$ cat src/rtl/gather_pkg.sv
package gather_pkg;

  typedef enum logic {
    OP_MIN = 1'b0,
    OP_SUM = 1'b1
  } combine_op_e;

endpackage

$ cat src/rtl/gather_label_ram.sv
// Interval label storage: one synchronous read for the merge pipeline,
// one synchronous read for readout, one bulk-load write and one merge write.
// A merge write overrides a load to the same slot on the same edge.
module gather_label_ram #(
  parameter int DEPTH  = 64,
  parameter int LBL_W  = 16,
  parameter int ADDR_W = $clog2(DEPTH)
) (
  input  logic              clk,
  input  logic              pipe_rd_en,
  input  logic [ADDR_W-1:0] pipe_rd_addr,
  output logic [LBL_W-1:0]  pipe_rd_data,
  input  logic              ro_en,
  input  logic [ADDR_W-1:0] ro_addr,
  output logic [LBL_W-1:0]  ro_data,
  input  logic              load_en,
  input  logic [ADDR_W-1:0] load_addr,
  input  logic [LBL_W-1:0]  load_data,
  input  logic              wb_en,
  input  logic [ADDR_W-1:0] wb_addr,
  input  logic [LBL_W-1:0]  wb_data
);

  logic [LBL_W-1:0] mem [DEPTH];

  always_ff @(posedge clk) begin
    if (pipe_rd_en) pipe_rd_data <= mem[pipe_rd_addr];
    if (ro_en)      ro_data      <= mem[ro_addr];
    if (load_en)    mem[load_addr] <= load_data;
    if (wb_en)      mem[wb_addr]   <= wb_data;
  end

endmodule

$ cat src/rtl/gather_combine.sv
// Merge rule applied to one (old label, update value) pair.
module gather_combine
  import gather_pkg::*;
#(
  parameter int LBL_W = 16
) (
  input  combine_op_e      op,
  input  logic [LBL_W-1:0] old_lbl,
  input  logic [LBL_W-1:0] upd_val,
  output logic [LBL_W-1:0] new_lbl,
  output logic             changed
);

  always_comb begin
    unique case (op)
      OP_MIN:  new_lbl = (upd_val < old_lbl) ? upd_val : old_lbl;
      OP_SUM:  new_lbl = old_lbl + upd_val;
      default: new_lbl = old_lbl;
    endcase
    changed = (new_lbl != old_lbl);
  end

endmodule

$ cat src/rtl/gather_active_track.sv
// Per-vertex activity bits: set on a changing write-back, cleared per pass.
// A set on the same edge as a clear wins.
module gather_active_track #(
  parameter int DEPTH  = 64,
  parameter int ADDR_W = $clog2(DEPTH)
) (
  input  logic              clk,
  input  logic              rst_n,
  input  logic              clr_all,
  input  logic              mark_en,
  input  logic [ADDR_W-1:0] mark_addr,
  input  logic              ro_en,
  input  logic [ADDR_W-1:0] ro_addr,
  output logic              ro_bit,
  output logic              any_set
);

  logic [DEPTH-1:0] act;

  for (genvar gi = 0; gi < DEPTH; gi++) begin : g_bit
    always_ff @(posedge clk) begin
      if (!rst_n)                                             act[gi] <= 1'b0;
      else if (mark_en && (mark_addr == ADDR_W'(gi)))         act[gi] <= 1'b1;
      else if (clr_all)                                       act[gi] <= 1'b0;
    end
  end

  always_ff @(posedge clk) begin
    if (!rst_n)     ro_bit <= 1'b0;
    else if (ro_en) ro_bit <= act[ro_addr];
  end

  assign any_set = |act;

endmodule

$ cat src/rtl/gather_apply_unit.sv
// Pipelined read-merge-write of update streams onto a vertex interval.
//   accept edge : RAM read issued, stage 1 loaded
//   stage 1     : old label chosen (forward from stage 2 / stage 3 / RAM), merged
//   stage 2     : write-back and activity mark on the next edge
//   stage 3     : copy of the last write, kept for forwarding across the RAM read
module gather_apply_unit
  import gather_pkg::*;
#(
  parameter int VTX_W = 16,
  parameter int LBL_W = 16,
  parameter int DEPTH = 64
) (
  input  logic                        clk,
  input  logic                        rst_n,
  input  logic                        pass_start,
  input  logic                        op_sel,
  input  logic [VTX_W-1:0]            interval_base,
  input  logic                        upd_valid,
  output logic                        upd_ready,
  input  logic [VTX_W-1:0]            upd_dest,
  input  logic [LBL_W-1:0]            upd_value,
  input  logic                        ld_en,
  input  logic [$clog2(DEPTH)-1:0]    ld_addr,
  input  logic [LBL_W-1:0]            ld_data,
  input  logic                        rd_en,
  input  logic [$clog2(DEPTH)-1:0]    rd_addr,
  output logic                        rd_valid,
  output logic [LBL_W-1:0]            rd_label,
  output logic                        rd_active,
  output logic                        any_active
);

  localparam int ADDR_W = $clog2(DEPTH);

  // ---------------- intake and window mapping ----------------
  logic              accept;
  logic [VTX_W-1:0]  offs;
  logic              in_window;
  logic [ADDR_W-1:0] loc_addr;

  assign upd_ready = ~ld_en;
  assign accept    = upd_valid & upd_ready;
  assign offs      = upd_dest - interval_base;
  assign in_window = (offs < VTX_W'(DEPTH));
  assign loc_addr  = offs[ADDR_W-1:0];

  // ---------------- stage 1 ----------------
  logic              s1_v;
  logic [ADDR_W-1:0] s1_addr;
  logic [LBL_W-1:0]  s1_val;
  combine_op_e       s1_op;

  always_ff @(posedge clk) begin
    if (!rst_n) s1_v <= 1'b0;
    else        s1_v <= accept & in_window;
  end

  always_ff @(posedge clk) begin
    if (accept) begin
      s1_addr <= loc_addr;
      s1_val  <= upd_value;
      s1_op   <= combine_op_e'(op_sel);
    end
  end

  // ---------------- stage 2 / stage 3 ----------------
  logic              s2_v, s2_chg;
  logic [ADDR_W-1:0] s2_addr;
  logic [LBL_W-1:0]  s2_new;
  logic              s3_v;
  logic [ADDR_W-1:0] s3_addr;
  logic [LBL_W-1:0]  s3_new;

  // ---------------- RAM ----------------
  logic [LBL_W-1:0] ram_q;

  gather_label_ram #(
    .DEPTH (DEPTH),
    .LBL_W (LBL_W),
    .ADDR_W(ADDR_W)
  ) u_ram (
    .clk         (clk),
    .pipe_rd_en  (accept),
    .pipe_rd_addr(loc_addr),
    .pipe_rd_data(ram_q),
    .ro_en       (rd_en),
    .ro_addr     (rd_addr),
    .ro_data     (rd_label),
    .load_en     (ld_en),
    .load_addr   (ld_addr),
    .load_data   (ld_data),
    .wb_en       (s2_v),
    .wb_addr     (s2_addr),
    .wb_data     (s2_new)
  );

  // ---------------- forwarding: newest pending result wins ----------------
  logic [LBL_W-1:0] fwd_old;

  always_comb begin
    if (s2_v && (s2_addr == s1_addr))      fwd_old = s2_new;
    else if (s3_v && (s3_addr == s1_addr)) fwd_old = s3_new;
    else                                   fwd_old = ram_q;
  end

  // ---------------- merge ----------------
  logic [LBL_W-1:0] cmb_new;
  logic             cmb_chg;

  gather_combine #(
    .LBL_W(LBL_W)
  ) u_combine (
    .op     (s1_op),
    .old_lbl(fwd_old),
    .upd_val(s1_val),
    .new_lbl(cmb_new),
    .changed(cmb_chg)
  );

  always_ff @(posedge clk) begin
    if (!rst_n) begin
      s2_v <= 1'b0;
      s3_v <= 1'b0;
    end else begin
      s2_v <= s1_v;
      s3_v <= s2_v;
    end
  end

  always_ff @(posedge clk) begin
    if (s1_v) begin
      s2_addr <= s1_addr;
      s2_new  <= cmb_new;
      s2_chg  <= cmb_chg;
    end
    if (s2_v) begin
      s3_addr <= s2_addr;
      s3_new  <= s2_new;
    end
  end

  // ---------------- activity ----------------
  gather_active_track #(
    .DEPTH (DEPTH),
    .ADDR_W(ADDR_W)
  ) u_active (
    .clk      (clk),
    .rst_n    (rst_n),
    .clr_all  (pass_start),
    .mark_en  (s2_v & s2_chg),
    .mark_addr(s2_addr),
    .ro_en    (rd_en),
    .ro_addr  (rd_addr),
    .ro_bit   (rd_active),
    .any_set  (any_active)
  );

  // ---------------- readout valid ----------------
  always_ff @(posedge clk) begin
    if (!rst_n) rd_valid <= 1'b0;
    else        rd_valid <= rd_en;
  end

endmodule

$ cat config.mk
export PLATFORM = sky130hd
export DESIGN_NAME = gather_apply_unit
export DESIGN_NICKNAME = d
export VERILOG_FILES = /design/src/rtl/gather_pkg.sv /design/src/rtl/gather_label_ram.sv /design/src/rtl/gather_combine.sv /design/src/rtl/gather_active_track.sv /design/src/rtl/gather_apply_unit.sv
export SDC_FILE = /design/constraint.sdc
export NUM_CORES = 2
export LEC_CHECK = 0
export ABC_CLOCK_PERIOD_IN_PS = 7500
export BUFFER_PORTS_ARGS = -buffer_cell sky130_fd_sc_hd__clkbuf_2
export CAP_MARGIN = 20
export CORE_UTILIZATION = 69
export CTS_CLUSTER_SIZE = 25
export DETAILED_ROUTE_END_ITERATION = 10
export GPL_ROUTABILITY_DRIVEN = 0
export PLACE_DENSITY = 0.86
export SLEW_MARGIN = 20
export SYNTH_ARGS = -nofsm -noshare
export SYNTH_HDL_FRONTEND = slang
export SYNTH_SLANG_ARGS = --single-unit
export TNS_END_PERCENT = 5
$ cat constraint.sdc
create_clock -name clk -period 7.5 [get_ports clk]
set_clock_uncertainty 0.1 [all_clocks]
set_input_delay 1.5 -clock clk [delete_from_list [all_inputs] [get_ports clk]]
set_output_delay 1.5 -clock clk [all_outputs]
set_load 0.01 [all_outputs]
======== Word-level counts from Yosys, hierarchy flattened ========
Memory sizes are Yosys's and may differ from the RTL's. A register that Yosys moved wholly into a read port is not among the register bits.
Cells that the tools add are included.
W data, S select, Z words.
storage, ports and cells
  register bits after elaboration ......... 137
  memory bits (writable) .................. 1024
  output and inout bits ................... 20
  word-level logic and storage cells ...... 361
  memories ................................ 1
memory list
  memory     depth  width  read ports  clocked after memory_dff  wr ports  RTL line                RTL
  u_ram.mem  64     16     2           2                         2         gather_label_ram.sv:24  logic [LBL_W-1:0] mem [DEPTH];
cells by class
  add/sub/neg operators ................... 2
  order comparisons ....................... 3
  equal/unequal tests ..................... 66
  muxes and demuxes ....................... 75
  bitwise gates (word level) .............. 5
  reductions and logical operators ........ 132
operators with widths
  operator               count
  $eq A6 B6 Y1 const B   32
  $reduce_bool A2 Y1     64
  $eq A6 B5 Y1 const B   16
  $mux W1                70
  $logic_and A1 B1 Y1    66
  $reduce_or A64 Y1      1
  $eq A6 B4 Y1 const B   8
  $mux W16               3
  $pmux W16 S2           1
  $eq A6 B3 Y1 const B   4
  $add A16 B16 Y16       1
  $lt A16 B16 Y1         1
  $lt A16 B7 Y1 const B  1
  $ne A16 B16 Y1         1
  $sub A16 B16 Y16       1
  $eq A6 B2 Y1 const B   2
  $eq A6 B6 Y1           2
  $lt A6 B7 Y1 const B   1
  $bmux W1 S6            1
  $eq A6 B1 Y1 const B   1
  $logic_not A6 Y1       1
  $and A1 B1 Y1          3
  $not A1 Y1             2

======== Longest topological paths before layout ========
  depth in word-level cells ............... 8
  gate-level depth with buffers ........... 18
  gate-level depth less buffers ........... 15

======== Hierarchy ========
From an unflattened synthesis, not the netlist that was laid out.
second synthesis, totals
  cells, all modules ...................... 4706
  area total of the unflattened synthesis .. 70941.8 sq um
modules (own cells, without submodules)
  module               instances  cells each  area each (sq um)  seq. area each (sq um)
  gather_label_ram     1          3777        62070.8            31710.4
  gather_apply_unit    1          275         3515.9             2122.0
  gather_active_track  1          386         3388.2             1301.2
  gather_combine       1          268         1966.9             0.0

======== Worst setup path after synthesis ========
OpenSTA, ideal clock, no wires.
  kind .................................... input -> register
  from .................................... input upd_dest[0]
  to ...................................... register u_ram.pipe_rd_data[10], read port of u_ram.mem, data pin
  data arrival time ....................... 4.371 ns
  required time ........................... 7.128 ns
  slack ................................... 2.757 ns
  stages on the path ...................... 10
  path buffers ............................ 3
  cells stage by stage .................... inv_1 ha_1 inv_1 fa_1 clkbuf_1 buf_1 clkbuf_1 mux4_2 mux4_2 mux4_2
on the way
  word-level cells in the longest chain between the ends .. 1
RTL lines
  what                RTL line                 RTL
  start: declaration  gather_apply_unit.sv:20  input logic [VTX_W-1:0] upd_dest,
  $sub A16 B16 Y16    gather_apply_unit.sv:43  assign offs = upd_dest - interval_base;
  named net offs[1]   gather_apply_unit.sv:37  logic [VTX_W-1:0] offs;
  end: declaration    gather_label_ram.sv:12   output logic [LBL_W-1:0] pipe_rd_data,
The timed path passes the listed nets, and every way through them passes these cells.
A chain may end at the register's enable or synchronous reset.

======== Final worst setup path ========
  from .................................... register s2_addr[0]
  to ...................................... register s2_chg, data pin
on the way
  word-level cells in the longest chain between the ends .. 7
  elaborated cells between the ends (all ways) .. 8
  classes of those cells .................. 1 x add/sub; 1 x order compare; 2 x eq/ne; 3 x mux; 1 x reduce/logical
RTL lines
  what                      RTL line                  RTL
  start: declaration        gather_apply_unit.sv:68   logic [ADDR_W-1:0] s2_addr;
  start signal: assignment  gather_apply_unit.sv:132  s2_addr <= s1_addr;
  $eq A6 B6 Y1 (*)          gather_apply_unit.sv:101  if (s2_v && (s2_addr == s1_addr)) fwd_old = s2_new;
  $logic_and A1 B1 Y1 (*)   gather_apply_unit.sv:101
  $mux W16 (*)              gather_apply_unit.sv:101
  $lt A16 B16 Y1            gather_combine.sv:16      OP_MIN: new_lbl = (upd_val < old_lbl) ? upd_val : old_lbl;
  $mux W16                  gather_combine.sv:16
  $pmux W16 S2              gather_combine.sv:15      unique case (op)
  $ne A16 B16 Y1 (*)        gather_combine.sv:20      changed = (new_lbl != old_lbl);
  named net cmb_chg         gather_apply_unit.sv:108  logic cmb_chg;
  end signal: assignment    gather_apply_unit.sv:134  s2_chg <= cmb_chg;
  end: declaration          gather_apply_unit.sv:67   logic s2_v, s2_chg;
Mark *: on every way through the listed nets, which the timed path passes. The rest lies on a longest branch.

==> reports/metrics.yaml <==
sta:
  relSlewSlack: 0.194
  post-route-min-period_ps: 5540
  final-hold-violation-count: 0
  rsz0062_at_grt: "false"
  fmax_mhz: 180
  maxSlewViolCount: 0
  setup_viol: 0
  tightest_slew_ps: 1200
  fin_tns_setup_ps: 0
  fin_crit_sh: 0.739
clock_tree:
  numCtsBuffers: 130
  cts_root_buf: "clkbuf_16"
  clock-sinks: 1193
  htreeDepth: 4
  post-cts-setup-buffers: 0
  cts_tree: "done"
  cts.clk_slew.worst_paths_ps: 60
  clk_latency_ps: 770
  cts_resized: 0
  clock_path_buffers: 3
  hold_buffers: 0
global_route:
  grt_pass1_vias: 45500
  grt-ovfl-total: 0
  antenna_found_initial: 17
  grt_usage: 0.445
  grt_pass1_wl_um: 320000
  grt_max_degree: 79
cells_and_area:
  final_cell_mix: "edfxtp_1, mux2_2, mux4_2, buf_4, clkbuf_16"
  syn_to_final_growth_pct: 9.33
  final_common_cell: "edfxtp_1"
  drive_above_1_share: 0.539
  final_area_um2: 76000
  nFillCells: 5351
  final_net_count: 4331
critical_path:
  cp-start-kind: "register"
  arrival_ps: 5910
  criticalPathCategory: "reg2reg"
  r2r-end: "s2_chg$_DFFE_PP_"
  rr_worst_depth: 15
  crit_fanout: 16
  reg2reg_slack_ps: 1960
  critPathCaptureType: "register"
  cp-endpoint: "s2_chg$_DFFE_PP_"
  crit_path_start: "s2_addr[0]$_DFFE_PP_"
  required_ps: 7870
  reg2reg_from: "s2_addr[0]$_DFFE_PP_"
synth:
  syn_inst: 4269
  synth_largest_area_cell: "edfxtp_1"
  syn_avg_cell_area_um2: 16.3
  synthDominantCellAreaShare: 0.485
  syn_nets: 4400
  ys_types: 72
  yosys_most_used_dff: "edfxtp_1"
  synth_edf_count: 1124
  ys_async_sr_fraction: 0
  synth_area_leaders: "edfxtp_1, mux4_2, mux2_2, clkbuf_1, dfxtp_1"
  yosys_warnings: 0
  seq_area_frac_synth: 0.505
  ys_ff_latch: 1193
  syn_area_um2: 69500
routing:
  drc: 0
  vias_per_cell: 8.26
  dr.pass1.iters: 8
  dr.first_iter.drc_count: 8069
  ant_nets: 0
  routed_wl_um: 226000
  wl_per_cell_um: 40.3
  num_vias: 46300
power_and_ir_drop:
  ir_drop_uv: 174
  power_density_nw_per_um2: 217
  finalPower_uw: 16500
  power.leakage_uw: 0.0246
floorplanning:
  die_h_um: 319
  rows: 116
  core_um2: 100000
  dieArea_um2: 102000
  chipWidth_um: 319
  start_util: 0.695
  num_io_pins: 103
job:
  cap_violations: 0
place:
  post-dp-hpwl_um: 130000
  dpl_cell_area_um2: 71800
  io_buffer_count: 102
run_status:
  status: "complete, no violations"
worst_hold_path:
  whs_path_depth: 0
  hp-class: "reg2reg"
==> worst max-delay path, stage by stage (launching register included) <==
cell,delay (ps)
edfxtp_1,590
xnor2_1,320
nand4_1,540
or2_4,540
a31oi_2,300
ha_1,290
fa_1,250
nand2b_1,90
a221oi_1,520
o2111ai_1,290
a211o_1,320
a211oi_1,340
xnor2_1,180
o2111ai_1,190
o41ai_2,250
o211ai_1,150
==> through the flow <==
step,std cells,worst slack [ps],hold WS [ps],utilization
5_1_grt,5599,1800,427,0.760
3_3_place_gp,5363,2240,397,0.718
4_1_cts,5597,2160,419,0.760
3_5_place_dp,5364,2220,405,0.718
6_report,5605,1960,423,0.760
2_1_floorplan,4269,2760,321,-
==> final cells by class <==
type / count / area, µm² / share of cell area
multi-input combinational: 2521 / 32600 / 0.429
antenna: 6 / 15.0 / 0.000198
inverter: 54 / 203 / 0.00267
clock inverter: 63 / 592 / 0.00779
tap: 1298 / 1620 / 0.0214
sequential: 1193 / 35100 / 0.462
timing repair buffer: 300 / 2210 / 0.0291
clock buffer: 170 / 3590 / 0.0473
==> cells in the mapped netlist (all sizes together), types with 7 or more instances <==
cell    count
a31oi      18
and3        8
clkbuf    382
a32oi       8
o22ai      29
nor2b      79
nand2b     12
nor2      117
nand4      13
dfxtp      69
a22oi      21
xnor2      33
nor3       23
xor2       26
edfxtp   1124
nand3      42
mux4      693
o21ai      78
ha         46
mux2     1025
and2        9
buf       119
inv        54
a21oi      78
mux2i      10
nand2      66
nor4       22
o21a        7
==> report_power, final <==
part	leakage (µW)	internal [µW]	switching, µW
Sequential	0.0107	7370	61.3
Clock	0.00204	3750	2700
Combinational	0.0119	1190	1450
Total	0.0246	12300	4200
==> how the worst min path moves through the flow <==
stage                            startpoint                           end  slack (ps)
2_1_floorplan          s2_addr[4]$_DFFE_PP_          s3_addr[4]$_DFFE_PP_         320
3_3_place_gp   u_active.ro_bit$_SDFFE_PN0P_  u_active.ro_bit$_SDFFE_PN0P_         400
3_5_place_dp           s1_addr[3]$_DFFE_PP_          s2_addr[3]$_DFFE_PP_         410
4_1_cts                s1_addr[3]$_DFFE_PP_          s2_addr[3]$_DFFE_PP_         420
5_1_grt                s1_addr[3]$_DFFE_PP_          s2_addr[3]$_DFFE_PP_         430
6_report               s1_addr[1]$_DFFE_PP_          s2_addr[1]$_DFFE_PP_         420
==> cell families after synthesis <==
family,share of synthesized area
fa+ha+maj,0.00885
flops,0.505
mux,0.392
simple gates,0.0311
buf+inv,0.0313
xor+xnor,0.00754
compound gates,0.0241
==> layer usage <==
| layer | global-route usage | share of wire | vias to the layer above |
|---|---|---|---|
| met4 | 0.293 | 0.082 | 30 |
| met1 | 0.550 | 0.31 | 23000 |
| met2 | 0.645 | 0.44 | 4818 |
| met5 | 0.00473 | 0.0015 | - |
| li1 | - | - | 17300 |
| met3 | 0.186 | 0.17 | 1159 |
==> registers in the layout (all words and copies together), names as in the netlist <==
register and flops:
rd_valid 1, s1_addr 6, s1_op 1, s1_v 1
s1_val 16, s2_addr 6, s2_chg 1, s2_new 16
s2_v 1, s3_addr 6, s3_new 16, s3_v 1
u_active.act 64, u_active.ro_bit 1, u_ram.mem 1024, u_ram.pipe_rd_data 16
u_ram.ro_data 16
No activity file was read; power rests on OpenSTA's default activity.
